**src/rtl/lt_pkg.sv**
```systemverilog
package lt_pkg;
  typedef enum logic [2:0] {
    RES_IDLE  = 3'd0,
    RES_BUSY  = 3'd1,
    RES_PASS  = 3'd2,
    RES_FAIL1 = 3'd3,
    RES_FAIL2 = 3'd4
  } res_e;

  typedef enum logic [2:0] {
    ST_IDLE,
    ST_UNMASK,
    ST_SETTLE,
    ST_POLL,
    ST_GAP,
    ST_PH2
  } st_e;

  localparam logic [1:0] PAT_OFF = 2'd0;
  localparam logic [1:0] PAT_ONE = 2'd1;
  localparam logic [1:0] PAT_TWO = 2'd2;

  function automatic int max_of4(input int a, input int b, input int c, input int d);
    int m;
    m = a;
    if (b > m) m = b;
    if (c > m) m = c;
    if (d > m) m = d;
    return m;
  endfunction
endpackage

```
**src/rtl/lt_timer.sv**
```systemverilog
module lt_timer #(
  parameter int W = 16
) (
  input  logic         clk,
  input  logic         rst,
  input  logic         load,
  input  logic [W-1:0] load_val,
  output logic         expired
);
  logic [W-1:0] cnt;

  always_ff @(posedge clk) begin
    if (rst)               cnt <= '0;
    else if (load)         cnt <= load_val;
    else if (cnt != '0)    cnt <= cnt - 1'b1;
  end

  assign expired = (cnt == '0);


  no_underflow_chk: assert property (@(posedge clk) disable iff (rst)
    (cnt == '0 && !load) |=> (cnt == '0));
endmodule

```
**src/rtl/lt_lock_status.sv**
```systemverilog
module lt_lock_status #(
  parameter int NFLAG = 2
) (
  input  logic             clk,
  input  logic             rst,
  input  logic [NFLAG-1:0] mask,
  input  logic [NFLAG-1:0] set_in,
  input  logic [NFLAG-1:0] host_clr,
  input  logic [NFLAG-1:0] int_clr,
  output logic [NFLAG-1:0] flags
);
  for (genvar i = 0; i < NFLAG; i++) begin : g_flag
    always_ff @(posedge clk) begin
      if (rst)                          flags[i] <= 1'b0;
      else if (set_in[i] && !mask[i])   flags[i] <= 1'b1;
      else if (host_clr[i] || int_clr[i]) flags[i] <= 1'b0;
    end


    masked_hold_chk: assert property (@(posedge clk) disable iff (rst)
      (!flags[i] && mask[i] && !rst) |=> !flags[i]);

    sticky_chk: assert property (@(posedge clk) disable iff (rst)
      (flags[i] && !host_clr[i] && !int_clr[i]) |=> flags[i]);

    set_wins_chk: assert property (@(posedge clk) disable iff (rst)
      (set_in[i] && !mask[i]) |=> flags[i]);
  end
endmodule

```
**src/rtl/lt_train_fsm.sv**
```systemverilog
module lt_train_fsm
  import lt_pkg::*;
#(
  parameter int CYC_PER_US = 100,
  parameter int UNMASK_US  = 150,
  parameter int SETTLE_US  = 500,
  parameter int GAP_US     = 50,
  parameter int PH2_US     = 150,
  parameter int POLLS      = 5,
  parameter int DRIVES     = 4,
  parameter int TP_CODE    = 48,
  parameter int DLY_CODE   = 90,
  parameter int TW         = 16,
  localparam int DRV_W     = (DRIVES > 1) ? $clog2(DRIVES) : 1,
  localparam int PW        = (POLLS > 1) ? $clog2(POLLS) : 1
) (
  input  logic             clk,
  input  logic             rst,
  input  logic             start,
  input  logic [1:0]       flags,
  input  logic             expired,
  output logic             load,
  output logic [TW-1:0]    load_val,
  output logic [1:0]       mask,
  output logic [1:0]       int_clr,
  output logic [1:0]       pattern,
  output logic [DRV_W-1:0] drive,
  output logic             rx_en,
  output logic [7:0]       misc_tp,
  output logic [7:0]       misc_dly,
  output logic [2:0]       result_o
);
  localparam logic [TW-1:0] T_UNMASK = TW'(UNMASK_US * CYC_PER_US - 1);
  localparam logic [TW-1:0] T_SETTLE = TW'(SETTLE_US * CYC_PER_US - 1);
  localparam logic [TW-1:0] T_GAP    = TW'(GAP_US * CYC_PER_US - 1);
  localparam logic [TW-1:0] T_PH2    = TW'(PH2_US * CYC_PER_US - 1);
  localparam logic [PW-1:0] LAST_POLL  = PW'(POLLS - 1);
  localparam logic [DRV_W-1:0] LAST_DRV = DRV_W'(DRIVES - 1);

  st_e             state, state_n;
  res_e            result;
  logic            phase;
  logic [PW-1:0]   poll_cnt;
  logic            hit;

  assign hit      = phase ? flags[1] : flags[0];
  assign result_o = result;

  always_comb begin
    state_n = state;
    case (state)
      ST_IDLE:   if (start) state_n = ST_UNMASK;
      ST_UNMASK: if (expired) state_n = ST_SETTLE;
      ST_SETTLE: if (expired) state_n = ST_POLL;
      ST_GAP:    if (expired) state_n = ST_POLL;
      ST_PH2:    if (expired) state_n = ST_SETTLE;
      ST_POLL: begin
        if (hit)                        state_n = phase ? ST_IDLE : ST_PH2;
        else if (poll_cnt != LAST_POLL) state_n = ST_GAP;
        else if (drive != LAST_DRV)     state_n = ST_SETTLE;
        else                            state_n = ST_IDLE;
      end
      default: state_n = ST_IDLE;
    endcase
  end

  always_comb begin
    load     = (state_n != state) &&
               (state_n == ST_UNMASK || state_n == ST_SETTLE ||
                state_n == ST_GAP || state_n == ST_PH2);
    case (state_n)
      ST_UNMASK: load_val = T_UNMASK;
      ST_SETTLE: load_val = T_SETTLE;
      ST_GAP:    load_val = T_GAP;
      ST_PH2:    load_val = T_PH2;
      default:   load_val = '0;
    endcase
  end

  always_ff @(posedge clk) begin
    if (rst) begin
      state    <= ST_IDLE;
      result   <= RES_IDLE;
      phase    <= 1'b0;
      poll_cnt <= '0;
      drive    <= '0;
      pattern  <= PAT_OFF;
      mask     <= 2'b11;
      int_clr  <= 2'b00;
      rx_en    <= 1'b0;
      misc_tp  <= 8'd0;
      misc_dly <= 8'd0;
    end else begin
      state   <= state_n;
      int_clr <= 2'b00;
      case (state)
        ST_IDLE: if (start) begin
          mask     <= 2'b00;
          int_clr  <= 2'b11;
          result   <= RES_BUSY;
          misc_tp  <= 8'(TP_CODE);
          misc_dly <= 8'(DLY_CODE);
          phase    <= 1'b0;
          drive    <= '0;
          pattern  <= PAT_OFF;
          rx_en    <= 1'b0;
        end
        ST_UNMASK: if (expired) begin
          pattern  <= PAT_ONE;
          rx_en    <= 1'b1;
          drive    <= '0;
          poll_cnt <= '0;
        end
        ST_PH2: if (expired) poll_cnt <= '0;
        ST_POLL: begin
          if (hit) begin
            if (!phase) begin
              int_clr <= 2'b01;
              phase   <= 1'b1;
              pattern <= PAT_TWO;
              drive   <= '0;
            end else begin
              int_clr <= 2'b10;
              result  <= RES_PASS;
              pattern <= PAT_OFF;
            end
          end else if (poll_cnt != LAST_POLL) begin
            poll_cnt <= poll_cnt + 1'b1;
          end else if (drive != LAST_DRV) begin
            drive    <= drive + 1'b1;
            poll_cnt <= '0;
          end else begin
            result  <= phase ? RES_FAIL2 : RES_FAIL1;
            pattern <= PAT_OFF;
            rx_en   <= 1'b0;
          end
        end
        default: ;
      endcase
    end
  end


  busy_unmasked_chk: assert property (@(posedge clk) disable iff (rst)
    (result == RES_BUSY) |-> (mask == 2'b00));

  misc_before_rx_chk: assert property (@(posedge clk) disable iff (rst)
    $rose(rx_en) |-> (misc_tp == 8'(TP_CODE) && misc_dly == 8'(DLY_CODE)));

  drive_step_chk: assert property (@(posedge clk) disable iff (rst)
    !$stable(drive) |-> (drive == $past(drive) + 1'b1 || drive == '0));

  pass_rx_on_chk: assert property (@(posedge clk) disable iff (rst)
    (result == RES_PASS) |-> (rx_en && pattern == PAT_OFF));

  fail_off_chk: assert property (@(posedge clk) disable iff (rst)
    (result == RES_FAIL1 || result == RES_FAIL2) |-> (!rx_en && pattern == PAT_OFF));
endmodule

```
**src/rtl/link_lock_trainer.sv**
```systemverilog
module link_lock_trainer
  import lt_pkg::*;
#(
  parameter int CYC_PER_US = 100,
  parameter int UNMASK_US  = 150,
  parameter int SETTLE_US  = 500,
  parameter int GAP_US     = 50,
  parameter int PH2_US     = 150,
  parameter int POLLS      = 5,
  parameter int DRIVES     = 4,
  parameter int TP_CODE    = 48,
  parameter int DLY_CODE   = 90,
  localparam int DRV_W     = (DRIVES > 1) ? $clog2(DRIVES) : 1
) (
  input  logic             clk,
  input  logic             rst,
  input  logic             start,
  input  logic             bit_lock_in,
  input  logic             sym_lock_in,
  input  logic [1:0]       sts_clr,
  output logic [1:0]       lock_sts,
  output logic [1:0]       lock_mask,
  output logic [1:0]       pattern_sel,
  output logic [DRV_W-1:0] drive_code,
  output logic             rx_enable,
  output logic [7:0]       misc_tp_code,
  output logic [7:0]       misc_delay_code,
  output logic [2:0]       result
);
  localparam int MAXC = max_of4(UNMASK_US * CYC_PER_US, SETTLE_US * CYC_PER_US,
                                GAP_US * CYC_PER_US, PH2_US * CYC_PER_US);
  localparam int TW   = $clog2(MAXC + 1);

  logic          tmr_load;
  logic [TW-1:0] tmr_val;
  logic          tmr_exp;
  logic [1:0]    int_clr;

  lt_timer #(.W(TW)) u_timer (
    .clk(clk), .rst(rst), .load(tmr_load), .load_val(tmr_val), .expired(tmr_exp)
  );

  lt_lock_status #(.NFLAG(2)) u_status (
    .clk(clk), .rst(rst), .mask(lock_mask),
    .set_in({sym_lock_in, bit_lock_in}),
    .host_clr(sts_clr), .int_clr(int_clr), .flags(lock_sts)
  );

  lt_train_fsm #(
    .CYC_PER_US(CYC_PER_US), .UNMASK_US(UNMASK_US), .SETTLE_US(SETTLE_US),
    .GAP_US(GAP_US), .PH2_US(PH2_US), .POLLS(POLLS), .DRIVES(DRIVES),
    .TP_CODE(TP_CODE), .DLY_CODE(DLY_CODE), .TW(TW)
  ) u_fsm (
    .clk(clk), .rst(rst), .start(start), .flags(lock_sts), .expired(tmr_exp),
    .load(tmr_load), .load_val(tmr_val), .mask(lock_mask), .int_clr(int_clr),
    .pattern(pattern_sel), .drive(drive_code), .rx_en(rx_enable),
    .misc_tp(misc_tp_code), .misc_dly(misc_delay_code), .result_o(result)
  );
endmodule

```
**config.mk**
```make
export PLATFORM = sky130hd
export DESIGN_NAME = link_lock_trainer
export DESIGN_NICKNAME = d
export VERILOG_FILES = /design/src/rtl/lt_pkg.sv /design/src/rtl/lt_timer.sv /design/src/rtl/lt_lock_status.sv /design/src/rtl/lt_train_fsm.sv /design/src/rtl/link_lock_trainer.sv
export SDC_FILE = /design/constraint.sdc
export NUM_CORES = 1
export LEC_CHECK = 0
export BUFFER_PORTS_ARGS = -buffer_cell sky130_fd_sc_hd__buf_2
export CORE_AREA = 2 2 72 74
export CTS_BUF_LIST = sky130_fd_sc_hd__clkbuf_4 sky130_fd_sc_hd__clkbuf_8
export DETAILED_ROUTE_END_ITERATION = 7
export DIE_AREA = 0 0 74 76
export GPL_ROUTABILITY_DRIVEN = 0
export PLACE_DENSITY = 0.73
export SYNTH_ARGS = -nofsm -noshare
export SYNTH_HDL_FRONTEND = slang
export SYNTH_SLANG_ARGS = --single-unit
```
**constraint.sdc**
```tcl
create_clock -name clk -period 2.6 [get_ports clk]
set_input_delay 0.65 -clock clk [delete_from_list [all_inputs] [get_ports clk]]
set_output_delay 0.65 -clock clk [all_outputs]
set_load 0.02 [all_outputs]
```
### Word-level counts from Yosys, hierarchy flattened

Cells that the tools add are included.
W data, S select, Z words.

* output and inout bits: 28
* word-level logic and storage cells: 124
* input bits: 7
* flip-flop bits (word level): 39

* equality and inequality tests: 25
* $add $sub $neg: 3
* reduce and logical (&&, ||, !) cells: 29
* muxes and demuxes: 53

Operators with widths (count)
* $mux W3: 16
* $pmux W16 S3: 1
* $mux W16: 2
* $mux W2: 15
* $logic_not A16 Y1: 1
* $reduce_bool A16 Y1: 1
* $sub A16 B1 Y16 const B: 1
* $eq A3 B3 Y1 const B: 4
* $ne A2 B2 Y1 const B: 6
* $pmux W2 S3: 2
* $pmux W3 S2: 2
* $pmux W3 S4: 1
* $reduce_and A6 Y1: 2
* $mux W1: 11
* $reduce_and A5 Y1: 2
* $reduce_bool A2 Y1: 5
* $eq A3 B2 Y1 const B: 3
* $ne A3 B2 Y1 const B: 3
* $eq A3 B1 Y1 const B: 2
* $ne A3 B1 Y1 const B: 2
* $ne A3 B3 Y1 const B: 2
* $reduce_or A2 Y1: 3
* $logic_or A1 B1 Y1: 5
* $ne A2 B1 Y1 const B: 2
* 13 further kinds: 16

### Logic depth before layout (Yosys ltp)

* word-level depth: 11
* gate-level depth with buffers: 8
* mapped depth without buffers: 7

### Cells and area by module

A second synthesis with hierarchy kept.

* cell total of the unflattened synthesis: 283
* area, all modules: 2361.0 um^2

By module, submodules not included
* lt_train_fsm: instances 1, cells an instance 159, area an instance 1316.3 um^2, sequential area each 380.4 um^2
* lt_timer: instances 1, cells an instance 116, area an instance 964.7 um^2, sequential area each 320.3 um^2
* lt_lock_status: instances 1, cells an instance 8, area an instance 80.1 um^2, sequential area each 40.0 um^2

### Worst setup path after synthesis

OpenSTA, ideal clock, no wires.

* kind: register -> register
* start: register u_timer.cnt[11]
* end: register u_fsm.poll_cnt[0]
* path slack: 0.523 ns
* cell stages (with the launch flop): 6
* data required time: 2.477 ns
* period minus slack after synthesis: 2.077 ns
* setup time: 0.123 ns
* data arrival time: 1.953 ns
* path buffers: 0
* path through: dfxtp_1 > or4_4 > or3_1 > o21a_1 > a21boi_2 > mux2_1

* longest elaborated chain between the ends: 3

Ends and longest elaborated chain
* start: declaration: line lt_timer.sv:10 `logic [W-1:0] cnt;`
* start signal: assignment: line lt_timer.sv:14 `else if (load) cnt <= load_val;`
* start signal: assignment: line lt_timer.sv:15 `else if (cnt != '0) cnt <= cnt - 1'b1;`
* $logic_not A16 Y1: line lt_timer.sv:18 `assign expired = (cnt == '0);`
* $ne A2 B1 Y1 (no line)
* $reduce_and A4 Y1 (no line)
* end signal: assignment: line lt_train_fsm.sv:128 `poll_cnt <= poll_cnt + 1'b1;`
* end: declaration: line lt_train_fsm.sv:43 `logic [PW-1:0] poll_cnt;`

No other way between the ends.
A chain may end at the register's enable or synchronous reset.

### Worst setup path in the final report

* start: register u_timer.cnt[0]
* end: register u_fsm.state[1]

* longest elaborated chain between the ends: 3
* elaborated cells on any way between the ends: 4
* those cells by class: mux (3); reduce/logical (1)

Ends and longest elaborated chain
* $logic_not A16 Y1 (*): line lt_timer.sv:18
* $mux W3, on equally long branches
* $pmux W3 S4 (*): line lt_train_fsm.sv:51 `case (state)`
* end signal: assignment: line lt_train_fsm.sv:94 `state <= state_n;`
* end: declaration: line lt_train_fsm.sv:40 `st_e state, state_n;`

Every way passes the cells marked *; elsewhere a longest branch is shown, timed or not.

==> metrics.md <==
| Metric | Value |
|---|---|
| Run status | `finished clean` |
| Hold-fix buffers, CTS | `0` |
| Worst Hold Class | `flop to flop` |
| RSZ-0062 raised after global routing | `no` |
| Setup TNS | `0 ns` |
| Synth top cells by count | `dfxtp_1, a21oi_1, buf_4, nor2_1, xnor2_1` |
| Buffer count from post-CTS setup fixing | `0` |
| FFs w/ async S/R, synth | `0` |
| Root buffer cell | `clkbuf_8` |
| R2R Setup Slk | `0.36 ns` |
| Top post-synthesis cells by area | `dfxtp_1, buf_4, a21oi_1` |
| Clk sink count | `37` |
| Setup slack after layout | `0.3576 ns` |
| R2r worst-path depth | `7` |
| Largest net degree at the start of global routing | `41` |
| Iteration-0 DRC Markers | `163` |
| Global route overflow | `0` |
| Setup crit end | `u_fsm.state[1]` |
| Seq cells post-synth | `37` |
| Rel. slew slack | `0.5429` |
| Count leader, synth | `dfxtp_1` |
| Fillers | `479` |
| Peak supply drop | `0.0003125 V` |
| Post-synth EDFFs | `0` |
| Hold Vio Cnt, Final | `0` |
| P&R area growth vs syn | `10.79%` |
| Crit path time final | `2.242 ns` |
| Clock power share | `0.269` |
| Leakage power | `0.9126 nW` |
| # IOs | `35` |
| Ys flop type | `dfxtp_1` |
| Worst Setup Path Type | `flop to flop` |
| Syn avg cell area | `8.484 um^2` |
| Power share of the combinational group | `0.288` |
| Part of the power in registers | `0.443` |
| CTS-repair resized insts | `0` |
| Slew @ Worst Pin | `0.6856 ns` |
| Number of global-route vias before repair | `1618` |
| CP Capture Type | `flop` |
| CTS tree | `yes` |
| IO buf count | `24` |
| Sequential fraction of the synthesis area | `0.3549` |
| Initial antenna violation count | `0` |
| First-pass GRT wire length | `7596 um` |
| Gate Count Post-Synth | `246` |
| Full die area | `5624 um^2` |
| Die Height | `76 um` |
| Starting Density | `0.4249` |
| Antenna diodes | `0` |
| Area leader, netlist | `dfxtp_1` |
| Share of layout cells above drive strength 1 | `0.1828` |
| Switching pwr | `530.5 uW` |
| ANT nets after route | `0` |
| Netlist cell types | `54` |
| Switching share of power | `0.3387` |
| Synth Warn # | `0` |
| Synth top area share | `0.3549` |
| Crit path from | `u_timer.cnt[0]` |
| DP Worst Slack | `0.3091 ns` |
| Cell internal pwr | `1.036 mW` |
| Number of remaining DRC errors | `0` |
| Avg WL per Cell | `13.69 um` |
| Total Wirelength | `4626 um` |
| Clk slew on worst S/H paths | `0.07 ns` |
| Pwr dens | `677.4 nW/um^2` |
| Final setup fails | `0` |
| Vias/cell | `5.444` |
| Clock buffer depth | `2` |
| Worst-path fanout max | `10` |
| Setup Skew | `0.008026 ns` |
| Clock Latency Late Sink | `0.30 ns` |
| Critical Path Start Type | `flop` |
| H-tree levels | `2` |
| Vias | `1840` |
| Core area | `4912 um^2` |
| Die width | `74 um` |
| Layout Nets | `278` |
| Drt first pass iters | `4` |
| Worst Path Required | `2.82 ns` |
| Worst R2R End | `u_fsm.state[1]` |
| R2r startpoint | `u_timer.cnt[0]` |
| Synthesized area | `2087 um^2` |
| Fmax | `445.9 MHz` |
| Max-cap violations | `0` |
| Crit share post-route | `0.8625` |
| Max Slew Vio Count | `0` |
| Gr usage total | `0.1741` |
| CP arrival | `2.47 ns` |
| Rows | `26` |
| Num CTS Buffers | `5` |
| Post-DP HPWL | `3255 um` |
cell families after synthesis:
kind of cell	after synthesis	synth area share
AND/OR/NAND/NOR	94	0.2692
XOR/XNOR	14	0.05875
buffers and inverters	32	0.08753
multiplexers	4	0.02038
adder cells (fa/ha/maj)	4	0.02398
flip-flops	37	0.3549
other	1	0.001797
AO/OA/AOI/OAI	60	0.1835
stage by stage:
stage / instance area [um^2] / hold WS (ns) / cells / total power, mW / utilization
finish: 2312 / 0.4889 / 338 / 1.566 / 0.4707
global route: 2312 / 0.5169 / 338 / 1.648 / 0.4707
CTS: 2312 / 0.4845 / 338 / 1.566 / 0.4707
detailed placement: 2221 / 0.4733 / 330 / 1.146 / 0.4521
global placement: 2221 / 0.4624 / 330 / 1.138 / 0.4521
floorplan: 2121 / 0.4656 / 255 / 1.055 / -
metal layers:
metal  part of all wire  track usage
met3              0.048      0.04630
met1               0.47       0.2502
met2               0.46       0.2464
met5                  0            0
met4              0.019      0.06545
cell type report:
class / instances / area (um^2) / area share
Multi-Input combinational cell: 186 / 1197 / 0.5179
Sequential cell: 37 / 740.7 / 0.3203
Tap cell: 70 / 87.58 / 0.03788
Clock buffer: 8 / 91.34 / 0.03950
Inverter: 6 / 22.52 / 0.009740
Timing Repair Buffer: 31 / 172.7 / 0.07468
state kept, by name, summed over array words and instances (netlist names):
signal / count
u_status.flags: 2
u_fsm.phase: 1
u_fsm.int_clr: 2
u_fsm.result_o: 3
u_timer.cnt: 16
u_fsm.mask: 1
u_fsm.pattern: 2
u_fsm.misc_tp: 1
u_fsm.drive: 2
u_fsm.state: 3
u_fsm.rx_en: 1
u_fsm.poll_cnt: 3
power groups by stage:
stage | logic, mW | registers [mW] | clock network, mW
3_5_place_dp | 0.444 | 0.702 | 0
2_1_floorplan | 0.359 | 0.696 | 0
5_1_grt | 0.501 | 0.700 | 0.447
6_report | 0.451 | 0.694 | 0.422
3_3_place_gp | 0.439 | 0.700 | 0
4_1_cts | 0.449 | 0.691 | 0.426
critical path, cell delays in order (launching register included):
cell     delay [ns]
dfxtp_1        0.34
inv_1          0.09
ha_1           0.20
nor2b_1        0.36
and4_1         0.42
nand2_2        0.22
or3_1          0.40
a31oi_1        0.15
how the worst min path moves through the flow:
| stage | startpoint | endpoint | slack (ns) | cells after the start |
|---|---|---|---|---|
| final | u_fsm.result_o[2] | u_fsm.result_o[2] | 0.49 | 2 |
| after global routing | u_fsm.pattern[1] | u_fsm.pattern[1] | 0.52 | 2 |
| after CTS | u_fsm.result_o[2] | u_fsm.result_o[2] | 0.48 | 2 |
| after detailed placement | u_fsm.result_o[2] | u_fsm.result_o[2] | 0.47 | 2 |
| after global placement | u_fsm.result_o[2] | u_fsm.result_o[2] | 0.46 | 2 |
| after floorplan | u_fsm.poll_cnt[1] | u_fsm.poll_cnt[1] | 0.47 | 2 |
placed cells by master (no fill, tap or decap), drive strengths merged, types with 3 or more instances in the layout:
cell    count
nor2       16
o21bai      3
o21ai       7
a22oi       3
conb       10
nor2b       3
xor2        3
a31oi       6
a211oi      3
or3         6
nand2       7
a21oi      23
nand2b     10
clkbuf      8
xnor2      11
nor3       11
nor4        3
nand3b      6
buf        31
nand3       8
ha          4
dfxtp      37
nand4       5
inv         6
Power figures use the tool's default switching activity.
